**config.mk**
```make
export PLATFORM = sky130hd
export DESIGN_NAME = ep_rx_fifo
export DESIGN_NICKNAME = d
export VERILOG_FILES = /design/src/rtl/rx_fifo_pkg.sv /design/src/rtl/rx_byte_store.sv /design/src/rtl/rx_word_port.sv /design/src/rtl/rx_pkt_ctrl.sv /design/src/rtl/ep_rx_fifo.sv
export SDC_FILE = /design/constraint.sdc
export NUM_CORES = 1
export LEC_CHECK = 0
export BUFFER_PORTS_ARGS = -buffer_cell sky130_fd_sc_hd__buf_4
export CORE_MARGIN = 1.5
export CORE_UTILIZATION = 30
export DETAILED_ROUTE_END_ITERATION = 12
export SETUP_SLACK_MARGIN = 0.02
export SYNTH_ARGS = -nofsm -noshare
export SYNTH_HDL_FRONTEND = slang
export SYNTH_SLANG_ARGS = --single-unit
```
**constraint.sdc**
```tcl
create_clock -name clk_i -period 3.1 [get_ports clk_i]
set_clock_uncertainty 0.05 [all_clocks]
set_input_delay 0.155 -clock clk_i [delete_from_list [all_inputs] [get_ports clk_i]]
set_output_delay 0.155 -clock clk_i [all_outputs]
set_load 0.05 [all_outputs]
```
**src/rtl/rx_fifo_pkg.sv**
```systemverilog
package rx_fifo_pkg;
  localparam int unsigned REG_W = 16;
  localparam int unsigned LEN_W = REG_W - 1;

  typedef enum logic [1:0] {
    ST_OPEN   = 2'd0,
    ST_PAD    = 2'd1,
    ST_LOCKED = 2'd2
  } rx_state_e;
endpackage

```
**src/rtl/rx_byte_store.sv**
```systemverilog
// Byte-wide circular store, one byte in, one 16-bit pair out. DEPTH must be a power of two.
module rx_byte_store #(
  parameter int unsigned DEPTH = 64,
  localparam int unsigned PTR_W = $clog2(DEPTH),
  localparam int unsigned OCC_W = PTR_W + 1
) (
  input  logic             clk_i,
  input  logic             rst_ni,
  input  logic             clr_i,
  input  logic             push_i,
  input  logic [7:0]       push_byte_i,
  input  logic             pop_i,
  output logic [15:0]      head_o,
  output logic [OCC_W-1:0] occ_o
);
  logic [7:0]       mem_q [DEPTH];
  logic [PTR_W-1:0] wp_q, rp_q, rp_nx;
  logic [OCC_W-1:0] occ_q;

  assign rp_nx  = rp_q + PTR_W'(1);
  assign head_o = {mem_q[rp_nx], mem_q[rp_q]};
  assign occ_o  = occ_q;

  always_ff @(posedge clk_i) begin
    if (push_i && !clr_i) mem_q[wp_q] <= push_byte_i;
  end

  always_ff @(posedge clk_i or negedge rst_ni) begin
    if (!rst_ni) begin
      wp_q  <= '0;
      rp_q  <= '0;
      occ_q <= '0;
    end else if (clr_i) begin
      wp_q  <= '0;
      rp_q  <= '0;
      occ_q <= '0;
    end else begin
      if (push_i) wp_q <= wp_q + PTR_W'(1);
      if (pop_i)  rp_q <= rp_q + PTR_W'(2);
      occ_q <= occ_q + OCC_W'(push_i) - (pop_i ? OCC_W'(2) : OCC_W'(0));
    end
  end
endmodule

```
**src/rtl/rx_word_port.sv**
```systemverilog
module rx_word_port #(
  parameter int unsigned OCC_W = 7
) (
  input  logic [OCC_W-1:0] occ_i,
  input  logic [15:0]      head_i,
  input  logic             rd_i,
  output logic             word_req_o,
  output logic             pop_o,
  output logic [15:0]      data_o
);
  assign word_req_o = occ_i >= OCC_W'(2);
  assign pop_o      = rd_i && word_req_o;
  assign data_o     = word_req_o ? head_i : 16'h0000;
endmodule

```
**src/rtl/rx_pkt_ctrl.sv**
```systemverilog
module rx_pkt_ctrl
  import rx_fifo_pkg::*;
#(
  parameter int unsigned DEPTH = 64,
  localparam int unsigned OCC_W = $clog2(DEPTH) + 1
) (
  input  logic             clk_i,
  input  logic             rst_ni,
  input  logic             flush_i,
  input  logic             rx_valid_i,
  input  logic [7:0]       rx_byte_i,
  input  logic             rx_eop_i,
  input  logic             rx_err_i,
  input  logic             cnt_rd_i,
  input  logic [OCC_W-1:0] occ_i,
  output logic             push_o,
  output logic [7:0]       push_byte_o,
  output logic             nak_o,
  output logic             done_o,
  output logic [REG_W-1:0] cnt_o,
  output rx_state_e        state_o
);
  rx_state_e        state_q;
  logic [LEN_W-1:0] len_q, len_nx;
  logic             ovf_q, ovf_nx, err_q, done_q;
  logic             full, take, drop, is_open;

  assign is_open = state_q == ST_OPEN;
  assign full    = occ_i == OCC_W'(DEPTH);
  assign take    = is_open && rx_valid_i && !full;
  assign drop    = is_open && rx_valid_i && full;
  assign len_nx  = len_q + LEN_W'(take && !(&len_q));
  assign ovf_nx  = ovf_q || drop;

  // the pad byte keeps every packet word-aligned inside the store
  assign push_o      = take || (state_q == ST_PAD);
  assign push_byte_o = (state_q == ST_PAD) ? 8'h00 : rx_byte_i;
  assign nak_o       = !is_open;
  assign done_o      = done_q;
  assign cnt_o       = {is_open ? ovf_q : err_q, len_q};
  assign state_o     = state_q;

  always_ff @(posedge clk_i or negedge rst_ni) begin
    if (!rst_ni) begin
      state_q <= ST_OPEN;
      len_q   <= '0;
      ovf_q   <= 1'b0;
      err_q   <= 1'b0;
      done_q  <= 1'b0;
    end else if (flush_i) begin
      state_q <= ST_OPEN;
      len_q   <= '0;
      ovf_q   <= 1'b0;
      err_q   <= 1'b0;
      done_q  <= 1'b0;
    end else begin
      done_q <= is_open && rx_eop_i;
      unique case (state_q)
        ST_OPEN: begin
          len_q <= len_nx;
          ovf_q <= ovf_nx;
          if (rx_eop_i) begin
            err_q   <= rx_err_i || ovf_nx;
            state_q <= len_nx[0] ? ST_PAD : ST_LOCKED;
          end
        end
        ST_PAD: state_q <= ST_LOCKED;
        ST_LOCKED: begin
          if (cnt_rd_i) begin
            state_q <= ST_OPEN;
            len_q   <= '0;
            ovf_q   <= 1'b0;
            err_q   <= 1'b0;
          end
        end
        default: state_q <= ST_OPEN;
      endcase
    end
  end
endmodule

```
**src/rtl/ep_rx_fifo.sv**
```systemverilog
module ep_rx_fifo
  import rx_fifo_pkg::*;
#(
  parameter int unsigned DEPTH = 64
) (
  input  logic        clk_i,
  input  logic        rst_ni,
  input  logic        rx_valid_i,
  input  logic [7:0]  rx_byte_i,
  input  logic        rx_eop_i,
  input  logic        rx_err_i,
  output logic        rx_nak_o,
  input  logic        rd_word_i,
  output logic [15:0] rd_data_o,
  output logic        word_req_o,
  output logic        done_irq_o,
  input  logic        cnt_rd_i,
  output logic [15:0] cnt_o,
  input  logic        flush_i
);
  localparam int unsigned OCC_W = $clog2(DEPTH) + 1;

  logic             push, pop;
  logic [7:0]       push_byte;
  logic [15:0]      head;
  logic [OCC_W-1:0] occ;
  rx_state_e        state;

  rx_pkt_ctrl #(.DEPTH(DEPTH)) u_ctrl (
    .clk_i, .rst_ni, .flush_i, .rx_valid_i, .rx_byte_i, .rx_eop_i, .rx_err_i,
    .cnt_rd_i, .occ_i(occ), .push_o(push), .push_byte_o(push_byte),
    .nak_o(rx_nak_o), .done_o(done_irq_o), .cnt_o, .state_o(state)
  );

  rx_byte_store #(.DEPTH(DEPTH)) u_store (
    .clk_i, .rst_ni, .clr_i(flush_i), .push_i(push), .push_byte_i(push_byte),
    .pop_i(pop), .head_o(head), .occ_o(occ)
  );

  rx_word_port #(.OCC_W(OCC_W)) u_port (
    .occ_i(occ), .head_i(head), .rd_i(rd_word_i),
    .word_req_o, .pop_o(pop), .data_o(rd_data_o)
  );
endmodule

```
== Yosys cells after proc, flatten, opt, wreduce, memory -nomap -nowiden ==
Memory sizes are Yosys's and may differ from the RTL's.
Index checks and enable logic that the tools add are counted.

* Magnitude comparators: 1
* Eq/ne operators: 5
* Reductions and logical operators: 22
* Add/sub/neg operators: 6
* Multiplexer cells: 26

{| class="wikitable"
|+ Operator list
! cell !! count
|-
| 2-to-1 mux 15 bit || 2
|-
| one-hot mux 15 bit (2 select lines) || 1
|-
| 2-to-1 mux 6 bit || 4
|-
| 2-to-1 mux 16 bit || 1
|-
| adder 15 x 1 -> 15 bit || 1
|-
| AND reduction 15 bit || 1
|-
| adder 6 x 1 -> 6 bit (second input constant) || 2
|-
| 2-to-1 mux 2 bit || 5
|-
| 2-to-1 mux 1 bit || 8
|-
| 2-to-1 mux 8 bit || 1
|-
| adder 7 x 1 -> 7 bit || 1
|-
| equality test 7 bit (second input constant) || 1
|-
| >= comparator 7 x 2 -> 1 bit (second input constant) || 1
|-
| logical AND 1 bit || 7
|-
| 2-to-1 mux 7 bit || 1
|-
| subtractor 7 bit || 1
|-
| adder 6 x 2 -> 6 bit (second input constant) || 1
|-
| inequality test 3 bit (second input constant) || 2
|-
| one-hot mux 2 bit (3 select lines) || 1
|-
| zero test 1 bit || 4
|-
| one-hot mux 1 bit (2 select lines) || 2
|-
| AND reduction 2 bit || 2
|-
| nonzero test 2 bit || 2
|-
| logical OR 1 bit || 3
|-
| 5 further kinds || 5
|}

* Memory bits (writable): 512
* Register bits: 39
* Logic and storage cells: 69
* Input bits: 16
* Output and inout bits: 35
* Memories kept: 1

{| class="wikitable"
|+ Memory list
! memory !! words !! width !! read ports !! clocked after Yosys merged registers in !! wr ports !! RTL line !! text
|-
| u_store.mem_q || 64 || 8 || 2 || 0 || 1 || rx_byte_store.sv:16 || <nowiki>logic [7:0] mem_q [DEPTH];</nowiki>
|}

== Depth between registers and ports, before layout ==
Gate-level depths: netlist (run 1).

* Word-level depth: 9
* Mapped depth: 13
* Gate-level depth less buffers: 13

== Hierarchy ==
A second synthesis (run 1) with hierarchy kept.

* Cell total of the unflattened synthesis: 1198
* Area, all modules: 22151.2 µm²

{| class="wikitable"
|+ Modules (own cells, without submodules)
! module !! seq. area each (µm²) !! area each (µm²) !! cells an instance !! times used
|-
| rx_byte_store || 15825.2 || 20724.9 || 1033 || 1
|-
| rx_pkt_ctrl || 500.5 || 1253.7 || 143 || 1
|-
| rx_word_port || 0.0 || 172.7 || 22 || 1
|}

== Worst setup path after synthesis (run 1) ==
OpenSTA, ideal clock, no wires.

* Path kind: register to register
* From: register u_store.occ_q[2] (netlist: u_store.occ_o[2])
* To: memory u_store.mem_q[47][0], enable pin
* Clock period less this slack: 2904 ps
* Arrival: 2456 ps
* Path slack: 196 ps
* Path buffers: 0
* Library setup time: 398 ps
* Required time: 2652 ps
* Stages on the path, launching flop included: 8
* Cell sequence: dfrtp_1 inv_1 ha_1 nand3b_1 o21ai_1 a21boi_2 nand4_1 nor4b_1

* Word-level cells in the longest chain between the ends: 7

{| class="wikitable"
|+ Ends and longest elaborated chain
! element !! RTL line !! text
|-
| start, declared || rx_byte_store.sv:18 || <nowiki>logic [OCC_W-1:0] occ_q;</nowiki>
|-
| start signal, assigned || rx_byte_store.sv:40 || <nowiki>occ_q <= occ_q + OCC_W'(push_i) - (pop_i ? OCC_W'(2) : OCC_W'(0));</nowiki>
|-
| equality test 7 bit || rx_pkt_ctrl.sv:29 || <nowiki>assign full = occ_i == OCC_W'(DEPTH);</nowiki>
|-
| zero test 1 bit || rx_pkt_ctrl.sv:30 || <nowiki>assign take = is_open && rx_valid_i && !full;</nowiki>
|-
| logical AND 1 bit || rx_pkt_ctrl.sv:30 ||
|-
| logical OR 1 bit || rx_pkt_ctrl.sv:36 || <nowiki>assign push_o = take || (state_q == ST_PAD);</nowiki>
|-
| logical AND 1 bit || rx_byte_store.sv:25 || <nowiki>if (push_i && !clr_i) mem_q[wp_q] <= push_byte_i;</nowiki>
|-
| 2-to-1 mux 1 bit || rx_byte_store.sv:25 ||
|-
| 2-to-1 mux 1 bit (not written as such) || rx_byte_store.sv:25 ||
|-
| end, declared || rx_byte_store.sv:16 ||
|}

No other way between the ends.

== Final worst setup path (run 1) ==
* From: register u_store.rp_q[1]
* To: output rd_data_o[14]

* Word-level cells in the longest chain between the ends: 3

{| class="wikitable"
|+ Ends and longest elaborated chain
! element !! RTL line !! text
|-
| start, declared || rx_byte_store.sv:17 || <nowiki>logic [PTR_W-1:0] wp_q, rp_q, rp_nx;</nowiki>
|-
| start signal, assigned || rx_byte_store.sv:39 || <nowiki>if (pop_i) rp_q <= rp_q + PTR_W'(2);</nowiki>
|-
| adder 6 x 1 -> 6 bit || rx_byte_store.sv:20 || <nowiki>assign rp_nx = rp_q + PTR_W'(1);</nowiki>
|-
| memory (64 x 8 bit) || n/a ||
|-
| 2-to-1 mux 16 bit || rx_word_port.sv:13 || <nowiki>assign data_o = word_req_o ? head_i : 16'h0000;</nowiki>
|-
| end, declared || ep_rx_fifo.sv:14 || <nowiki>output logic [15:0] rd_data_o,</nowiki>
|}

No other way between the ends.

==> run metrics, run 1 <==
switching pwr approximately 0.0069 W; number of fillers in the final layout 6660; Mapped Area between 0.02 and 0.025 mm^2; clock buffer depth 3; Synth area leader edfxtp_1; final core utilization 37.79%; WP data arrival 2.92 ns; Yosys cell types between 60 and 70; Final Wtd Congestion between 0.8 and 0.9; Ant. Diodes 0; Critical Path RT 2.89 ns; area of the multi-input gates a little over 0.006 mm^2; RSZ-0062 raised after global routing yes; Die Wd 275.0 um; Tcrit/Tclk final 100.8%; DIE AREA approximately 0.076 mm^2; layout cells sized above 1 between 30 and 40%; H-tree levels 2; r2r endpoint u_store.mem_q[3][3]; Routed WL 54.03 mm; Synth Register Bits between 500 and 600; pin count of the biggest net entering global routing between 60 and 70; routed len/inst 22.60 um; top cells by area, synth edfxtp_1, mux4_2, dfrtp_1; worst hold endpoint u_ctrl.ovf_q; Reg power frac a little under two fifths; Max Cap Viol 0; Seq/Total Area, Yosys about three quarters; critical path peak fanout 6; vias in the first global route between 10000 and 15000; post-DP HPWL about 33 mm; fin cells between 2000 and 2500; worst min path class input port to flip-flop; Fmax ~320 MHz; CP endpoint kind output port; overall track demand over capacity in global routing roughly 14%; sequential cell area approximately 0.016 mm^2; routed vias 11940; vias per inst 4.995; Port-buffer cells 50; initial cell density of the core 30.37%; Post-Syn Nets approximately 1200; initial antenna violation count 0; clock group share of total power a little under a third; worst reg2reg path depth 9; remaining antenna violation count after routing 0; Top Ports 51; DRT iter0 DRCs 1200; Crit Path Category flip-flop to output port; Cell Int Power 0.01558 W; first-pass GRT wire length slightly above 80 mm; status complete, but fails checks; worst r2r src u_store.occ_o[2]; Setup WS post-layout -0.02370 ns; min-delay src rx_valid_i; total grt overflow 0; Slew headroom 41.29%; final hold slack approximately 0.11 ns; failing checks DRC, setup timing; Primary FF master, synth edfxtp_1; area share of the largest cell type after synthesis about 69%; CTS tree built; Comb pwr share between 30% and 40%; Root Buffer clkbuf_16; final instance area 0.02762 mm^2; P&R area growth vs syn 24.46%; fin nets ~1400; Hold Path Depth 5; Max VDD drop about 0.00047 V; crit path time final around 3.1 ns; Post-synth EDFFs roughly 510; clock latency on the worst-skew pair between 0.6 and 0.7 ns; Worst-Margin Slew 0.8740 ns; switching part of the total a little under a third; Setup violations, final 3; Worst-path clk slew about 0.06 ns; detailed-route DRC error count 8; Mapped Cells around 1200; warnings from Yosys 0; r2r setup slk just under 0.3 ns; FFs w/ async S/R, synth 6.909%; TritonCTS Buffers 54; Cell Pwr Density roughly 810 mW/mm^2; Leakage ~9 nW; Clock Sinks 550; Rows 99; 1st-pass router iterations 9; pins over their slew limit 0; Hold Fails Final Rpt 0; Post-DP Area 0.02452 mm^2; Worst setup SP type flip-flop; Core Footprint 0.07308 mm^2; Placement Setup Slack roughly 0.15 ns; Die Y between 200 and 300 um; # placed instances roughly 2300; post-synthesis average cell area ~19 um^2
## how the worst max path moves through the flow
stage / start / end / depth (start not counted)
after global routing: u_store.rp_q[1] / rd_data_o[9] / 8
after floorplan: u_store.occ_o[2] / u_store.mem_q[47][0] / 7
after global placement: u_store.rp_q[1] / rd_data_o[11] / 7
after detailed placement: u_store.rp_q[1] / rd_data_o[11] / 7
final: u_store.rp_q[1] / rd_data_o[14] / 8
after CTS: u_store.rp_q[1] / rd_data_o[8] / 8
## critical path: stages (launching register included)
cell and delay [ns]:
dfrtp_4 0.51, buf_12 0.15, buf_12 0.13, buf_16 0.13, mux4_2 0.43, a22o_4 0.26, a2111oi_4 0.40, a211oi_4 0.11
buf_6 0.18
## layer usage
metal	global-route usage, %	vias up	wire length, um
met3	3.430	77	3909
met2	21.38	398	24010
met4	4.185	0	1138
li1	-	5242	-
met1	20.80	6226	24970
met5	0	-	0
## sequential cells by signal, summed over array words and instances, names as in the netlist
| register | count |
|---|---|
| u_ctrl.done_o | 1 |
| u_ctrl.err_q | 1 |
| u_ctrl.len_q | 15 |
| u_ctrl.ovf_q | 1 |
| u_ctrl.state_o | 2 |
| u_store.mem_q | 512 |
| u_store.occ_o | 7 |
| u_store.rp_q | 5 |
| u_store.wp_q | 6 |
## cell usage after synthesis, drive strengths merged, types with 3 or more instances
cell / count
nand2: 18
nor3: 10
a2111oi: 16
nand4b: 5
nand4: 4
buf: 30
mux2i: 70
a31oi: 3
or3: 6
inv: 19
and2: 9
nor2: 93
nor2b: 3
a22o: 17
a211oi: 19
o21ai: 19
dfrtp: 38
clkbuf: 34
edfxtp: 512
o31ai: 3
mux4: 96
a21oi: 28
nand3b: 8
nor4: 5
nand3: 12
ha: 18
xor2: 3
o22ai: 16
nand2b: 5
xnor2: 9
o221ai: 16
a22oi: 15
## final cells by class
type	count	share of cell area (%)
timing repair buffer	208	7.673
multi-input combinational	552	21.87
clock inverter	39	1.608
tap	959	4.344
clock buffer	63	5.092
sequential	550	59.14
inverter	20	0.2718
## placed cells by master (no fill, tap or decap), types with 17 or more instances in the layout
cell type	synthesis	routed
o21ai_0	18	17
nor2_1	93	92
inv_1	19	19
a21oi_1	28	21
edfxtp_1	512	512
mux4_2	96	96
buf_4	8	151
mux2i_1	70	66
nand2_1	18	18
dfrtp_1	38	34
clkbuf_16	0	57
ha_1	18	18
## per-stage QoR
stage          setup TNS [ns]  total power [W]
2_1_floorplan               0          0.01259
3_3_place_gp                0          0.01441
3_5_place_dp                0          0.01445
4_1_cts               -0.1811          0.02250
5_1_grt               -0.6045          0.02335
6_report             -0.04227          0.02249
## power groups by stage
stage,Clock (W),Sequential (W),Combinational [W]
after floorplan,0,0.00875,0.00384
after global placement,0,0.00876,0.00564
after detailed placement,0,0.00877,0.00568
after CTS,0.00692,0.00861,0.00697
after global routing,0.00720,0.00861,0.00754
final,0.00679,0.00860,0.00710
## cell families (layout without fill, tap and decap cells)
group | count (synthesis) | after routing | share of synthesized area, %
flip-flops | 550 | 550 | 73.56
adder cells (fa/ha/maj) | 18 | 18 | 1.015
AO/OA/AOI/OAI | 167 | 167 | 5.750
multiplexers | 167 | 167 | 12.95
XOR/XNOR | 12 | 12 | 0.4736
buffers and inverters | 84 | 330 | 2.041
AND/OR/NAND/NOR | 188 | 188 | 4.211
## timing repair
| action | 4_1_cts | 5_1_grt |
|---|---|---|
| cloned | 8 | 2 |
| pin swaps | 26 | 21 |
| hold endpoints to repair | 54 | 0 |
| setup buffers | 16 | 4 |
| resized for setup | 109 | 20 |
| endpoints found under the setup margin | 16 | 17 |
| hold buffers | 10 | 0 |
No activity file was read; power rests on OpenSTA's default activity.
==> run 2: changes to the inputs <==
--- a/config.mk
+++ b/config.mk
@@ -7,8 +7,9 @@
 export LEC_CHECK = 0
 export BUFFER_PORTS_ARGS = -buffer_cell sky130_fd_sc_hd__buf_4
 export CORE_MARGIN = 1.5
-export CORE_UTILIZATION = 30
+export CORE_UTILIZATION = 52
 export DETAILED_ROUTE_END_ITERATION = 12
+export PLACE_DENSITY = 0.71
 export SETUP_SLACK_MARGIN = 0.02
 export SYNTH_ARGS = -nofsm -noshare
 export SYNTH_HDL_FRONTEND = slang
==> run 2 against run 1 <==
Effect of this change:
- the flow now finishes without violations
- critical path depth did not move
- total power fell by 5.2%
- first-iteration DRC count rose by 7.9%
- setup slack improved by 0.039 ns
- final cell count fell by 18%
- utilization rose by 26 points
- die area fell by 42%
- wire length fell by 5.1%
- combinational power fell by 4.9%
==> run metrics, run 2 (synthesized netlist as in run 1, its figures left out) <==
Tcrit/Tclk final around 100%; Ant. Diodes 0; TritonCTS Buffers 52; CTS tree built; PnR Total Power between 0.02 and 0.025 W; detailed-route DRC error count 0; post-DP HPWL 31.33 mm; Top Ports around 50; most frequent cells in the layout edfxtp_1, buf_4, mux4_2; Setup WS post-layout between 0.01 and 0.015 ns; number of fillers in the final layout 2784; overall track demand over capacity in global routing approximately a quarter; final core utilization a little under two thirds; Max VDD drop about 0.00048 V; Max Cap Viol 0; Rows 75; Port-buffer cells 50; routed vias between 10000 and 15000; clock latency on the worst-skew pair between 0.5 and 0.6 ns; Crit Path Category flip-flop to output port; Final Wtd Congestion around 0.85; CP endpoint kind output port; layout cells sized above 1 roughly a third; Cell Pwr Density approximately 800 mW/mm^2; WP data arrival around 2.9 ns; P&R area growth vs syn 20.05%; Fmax 324.1 MHz; Root Buffer clkbuf_16; pin count of the biggest net entering global routing 65; Worst-path clk slew 0.06 ns; Most flops, register u_store.mem_q; fin nets approximately 1400; Slew headroom approximately 29%; Hold Fails Final Rpt 0; worst min path class input port to asynchronous set/reset pin; Routed WL 51.26 mm; DRT iter0 DRCs about 1300; Core Footprint 0.04204 mm^2; Worst-Margin Slew 1.060 ns; Worst setup SP type flip-flop; DIE AREA 0.04393 mm^2; crit path time final 3.085 ns; clock buffer depth 3; most common cell after layout, fill and taps aside edfxtp_1; Critical Path RT 2.89 ns; critical path peak fanout 14; Leakage approximately 8.8 nW; final instance area roughly 0.027 mm^2; final setup TNS 0 ns; routed len/inst 26.16 um; initial cell density of the core between 50% and 60%; Post-DP Area between 0.02 and 0.025 mm^2; Die Y between 200 and 250 um; pins over their slew limit 0; Die Wd 209.6 um; 1st-pass router iterations 5; status finished clean; max reg flops roughly 510; first-pass GRT wire length around 76 mm; vias in the first global route between 10000 and 15000; RSZ-0062 raised after global routing yes; Placement Setup Slack approximately 0.24 ns; initial antenna violation count 0; vias per inst 6.153; remaining antenna violation count after routing 0; total grt overflow 0; Setup violations, final 0; Clock Sinks 550; H-tree levels 2
run 2: area by class of cell:
cell class                 instances  area [um^2]  share of cell area (%)
timing repair buffer             207         2042                   7.664
inverter                          20        75.07                  0.2818
clock inverter                    27        197.7                  0.7420
tap                              539        674.4                   2.531
multi-input combinational        552         5953                   22.34
sequential                       550        16330                   61.31
clock buffer                      64         1368                   5.133
run 2: power breakdown:
| part | internal (W) | total [W] | switching (W) |
|---|---|---|---|
| combinational | 0.00310 | 0.00675 | 0.00365 |
| clock | 0.00336 | 0.00595 | 0.00259 |
| sequential | 0.00849 | 0.00864 | 0.000146 |
run 2: per-layer routing:
| layer | global-route usage (%) | part of all wire (%) | wire length (um) | vias up |
|---|---|---|---|---|
| li1 | - | - | - | 5240 |
| met1 | 32.49 | 41 | 21240 | 6272 |
| met2 | 38.13 | 49 | 25250 | 451 |
| met3 | 4.474 | 6.9 | 3511 | 91 |
| met4 | 7.269 | 2.4 | 1252 | 0 |
| met5 | 0 | 0 | 0 | - |
run 2: repair_timing:
item	4_1_cts	5_1_grt
gates cloned	3	5
setup buffers	11	6
hold buffers	6	0
endpoints found under the hold margin	46	0
gates resized for setup	29	74
pin swaps	2	17
setup endpoints to repair	16	17
run 2: stage by stage:
| step | std cells | hold slack [ns] |
|---|---|---|
| after floorplan | 1186 | -0.1906 |
| after global placement | 1837 | 0.1118 |
| after detailed placement | 1837 | 0.1203 |
| after CTS | 1948 | 0.04921 |
| after global routing | 1959 | 0.07835 |
| final | 1959 | 0.06862 |
run 2: path summary, 6_finish.rpt:
| check | start | end | slack, ns | depth (start not counted) |
|---|---|---|---|---|
| worst max-delay path | u_store.rp_q[1] | rd_data_o[2] | 0.01 | 8 |
| worst min-delay path | rst_ni | u_ctrl.len_q[11] | 0.07 | 2 |
| worst max register to register | u_store.occ_o[4] | u_store.mem_q[61][6] | 0.25 | 9 |
| worst min register to register | u_ctrl.ovf_q | u_ctrl.ovf_q | 0.47 | 2 |
| max in group asynchronous | rst_ni | u_store.rp_q[1] | 2.51 | 2 |
| min in group clk_i | flush_i | u_store.occ_o[3] | 0.07 | 3 |
run 2: critical path, stage by stage, from the launching register on:
cell and delay, ns:
dfrtp_4 0.50, buf_4 0.16, clkbuf_16 0.15, buf_12 0.17, mux4_2 0.56, a22oi_2 0.27, a211oi_1 0.14, buf_4 0.16
buf_4 0.18
==> run 3: changes to the inputs <==
--- a/config.mk
+++ b/config.mk
@@ -7,9 +7,9 @@
 export LEC_CHECK = 0
 export BUFFER_PORTS_ARGS = -buffer_cell sky130_fd_sc_hd__buf_4
 export CORE_MARGIN = 1.5
-export CORE_UTILIZATION = 52
+export CORE_UTILIZATION = 50
 export DETAILED_ROUTE_END_ITERATION = 12
-export PLACE_DENSITY = 0.71
+export PLACE_DENSITY = 0.69
 export SETUP_SLACK_MARGIN = 0.02
 export SYNTH_ARGS = -nofsm -noshare
 export SYNTH_HDL_FRONTEND = slang
==> run 3 against run 2 <==
Effect of this change:
- critical path depth is the same
- count of clock-buffer cells in the layout shrank 3
- design area grew 0.45%
- first-iteration DRC count grew 12%
- sequential power is essentially flat
- utilization shrank 2.6 points
- final cell count grew 3.1%
- clock power grew 3%
- hold slack lost 0.051 ns
- total power grew 0.68%
- global-route usage shrank 0.17 points
- combinational power is essentially flat
==> run metrics, run 3 (synthesized netlist as in run 1, its figures left out) <==
status finished clean; Die Y approximately 210 um; CTS tree built; most common cell after layout, fill and taps aside edfxtp_1; pin count of the biggest net entering global routing 65; Slew headroom 54.16%; Worst setup SP type flip-flop; Final Wtd Congestion between 0.8 and 0.9; total grt overflow 0; vias in the first global route 11990; H-tree levels 2; worst reg2reg path depth 13; DIE AREA 0.04566 mm^2; P&R area growth vs syn 20.59%; most frequent cells in the layout edfxtp_1, buf_4, mux4_2; switching part of the total 30.50%; Cell Int Power about 0.015 W; Comb pwr share 31.4%; clock latency on the worst-skew pair 0.60 ns; critical path peak fanout 10; Worst-path clk slew 0.07 ns; initial cell density of the core 50.41%; Reg power frac between 40% and 50%; WP data arrival around 2.9 ns; Most flops, register u_store.mem_q; initial antenna violation count 1; PnR Total Power 0.02148 W; clock buffer depth 3; layout cells sized above 1 31.79%; Worst-Margin Slew about 0.7 ns; CP endpoint kind output port; vias per inst approximately 6.0; # placed instances around 1900; routed vias roughly 12000; Ant. Diodes 0; Setup violations, final 0; Crit Path Category flip-flop to output port; post-DP HPWL 30.68 mm; met1 Use GR between 30% and 40%; switching pwr 0.006551 W; worst r2r src u_store.occ_o[4]; clock group share of total power 28.4%; Routed WL 52.30 mm; remaining antenna violation count after routing 0; max reg flops between 500 and 600; GRT met3 Usage between 4 and 5%; DRT iter0 DRCs 1448; Setup WS post-layout about 0.01 ns; Max VDD drop about 0.0006 V; Rows just under 80; Leakage between 8 and 9 nW; Critical Path RT 2.89 ns; fin cells a little over 2000; Tcrit/Tclk final 99.68%; RSZ-0062 raised after global routing yes; Port-buffer cells 50; overall track demand over capacity in global routing between 20% and 30%; gr busiest metal met2; GR met2 Demand/Resource a little over a third; Core Footprint about 0.044 mm^2; Hold Fails Final Rpt 0; Die Wd between 200 and 250 um; Cell Pwr Density 802.5 mW/mm^2; final hold slack ~0.017 ns; Placement Setup Slack about 0.15 ns; routed len/inst about 26 um; number of fillers in the final layout ~3100; TritonCTS Buffers 53; Clock Sinks 550; final core utilization 60.79%; pins over their slew limit 0; r2r endpoint u_store.occ_o[6]; detailed-route DRC error count 0; Max Cap Viol 0; r2r setup slk 0.26 ns; worst min path class input port to asynchronous set/reset pin; Fmax roughly 320 MHz; Top Ports just over 50; first-pass GRT wire length between 70 and 80 mm; crit path time final 3.090 ns; 1st-pass router iterations 5; Root Buffer clkbuf_16; fin nets between 1000 and 1500
==> run 3: cell count changes in the layout (fill, tap and decap cells not counted), sizes merged <==
cell         change
clkinvlp         +5
inv              +3
clkinv           +2
dlygate4sd3      +2
bufbuf           -1
clkbuf           -6
buf              +3
==> run 3: metrics by stage <==
| stage | cell area, um^2 | setup TNS [ns] |
|---|---|---|
| after floorplan | 22190 | 0 |
| after global placement | 24010 | 0 |
| after detailed placement | 24010 | 0 |
| after CTS | 26450 | -0.1121 |
| after global routing | 26760 | -0.2964 |
| final | 26760 | 0 |
==> run 3: area by class of cell <==
class                           count  area [um^2]  share of cell area [%]
Clock buffer                       61         1356                   5.068
Clock inverter                     37        279.0                   1.043
Inverter                           20        75.07                  0.2805
Multi-Input combinational cell    552         5937                   22.18
Sequential cell                   550        16340                   61.04
Tap cell                          592        740.7                   2.768
Timing Repair Buffer              208         2038                   7.616
==> run 3: timing repair <==
action                                 in CTS  in global routing
gates cloned                                7                  2
buffers inserted                            6                 18
pin swaps                                  15                 20
hold buffers                                8                  0
endpoints found under the hold margin      48                  0
resized for setup                          72                 36
setup endpoints to repair                  16                 19
==> run 3: critical path, cell delays in order (launching register included) <==
cell,delay [ns]
dfrtp_4,0.57
buf_6,0.15
buf_16,0.14
buf_4,0.13
mux4_2,0.42
a22o_1,0.25
a2111oi_4,0.31
a211oi_1,0.09
buf_4,0.21
==> run 3: worst max-delay path by stage <==
stage                                 endpoint  slack, ns        startpoint  depth (start not counted)
final                            rd_data_o[12]       0.01   u_store.rp_q[1]                          8
after global routing              rd_data_o[7]      -0.06   u_store.rp_q[1]                          9
after CTS                         rd_data_o[0]      -0.04   u_store.rp_q[1]                          7
after detailed placement      u_store.occ_o[6]       0.15  u_store.occ_o[4]                         13
after global placement            rd_data_o[0]       0.23   u_store.rp_q[3]                          6
after floorplan           u_store.mem_q[47][0]       0.20  u_store.occ_o[2]                          7
==> run 3: power groups by stage <==
stage               Combinational (W)  Clock (W)  Sequential [W]
CTS                           0.00636    0.00620         0.00862
floorplan                     0.00384          0         0.00875
global placement              0.00539          0         0.00875
finish                        0.00675    0.00610         0.00863
detailed placement            0.00545          0         0.00876
global route                  0.00713    0.00650         0.00864
==> run 3: layer usage <==
metal  vias to the layer above  share of wire (%)
li1                       5255                  -
met1                      6287                 42
met2                       500                 48
met3                        68                7.8
met4                         2                2.0
met5                         -              0.025
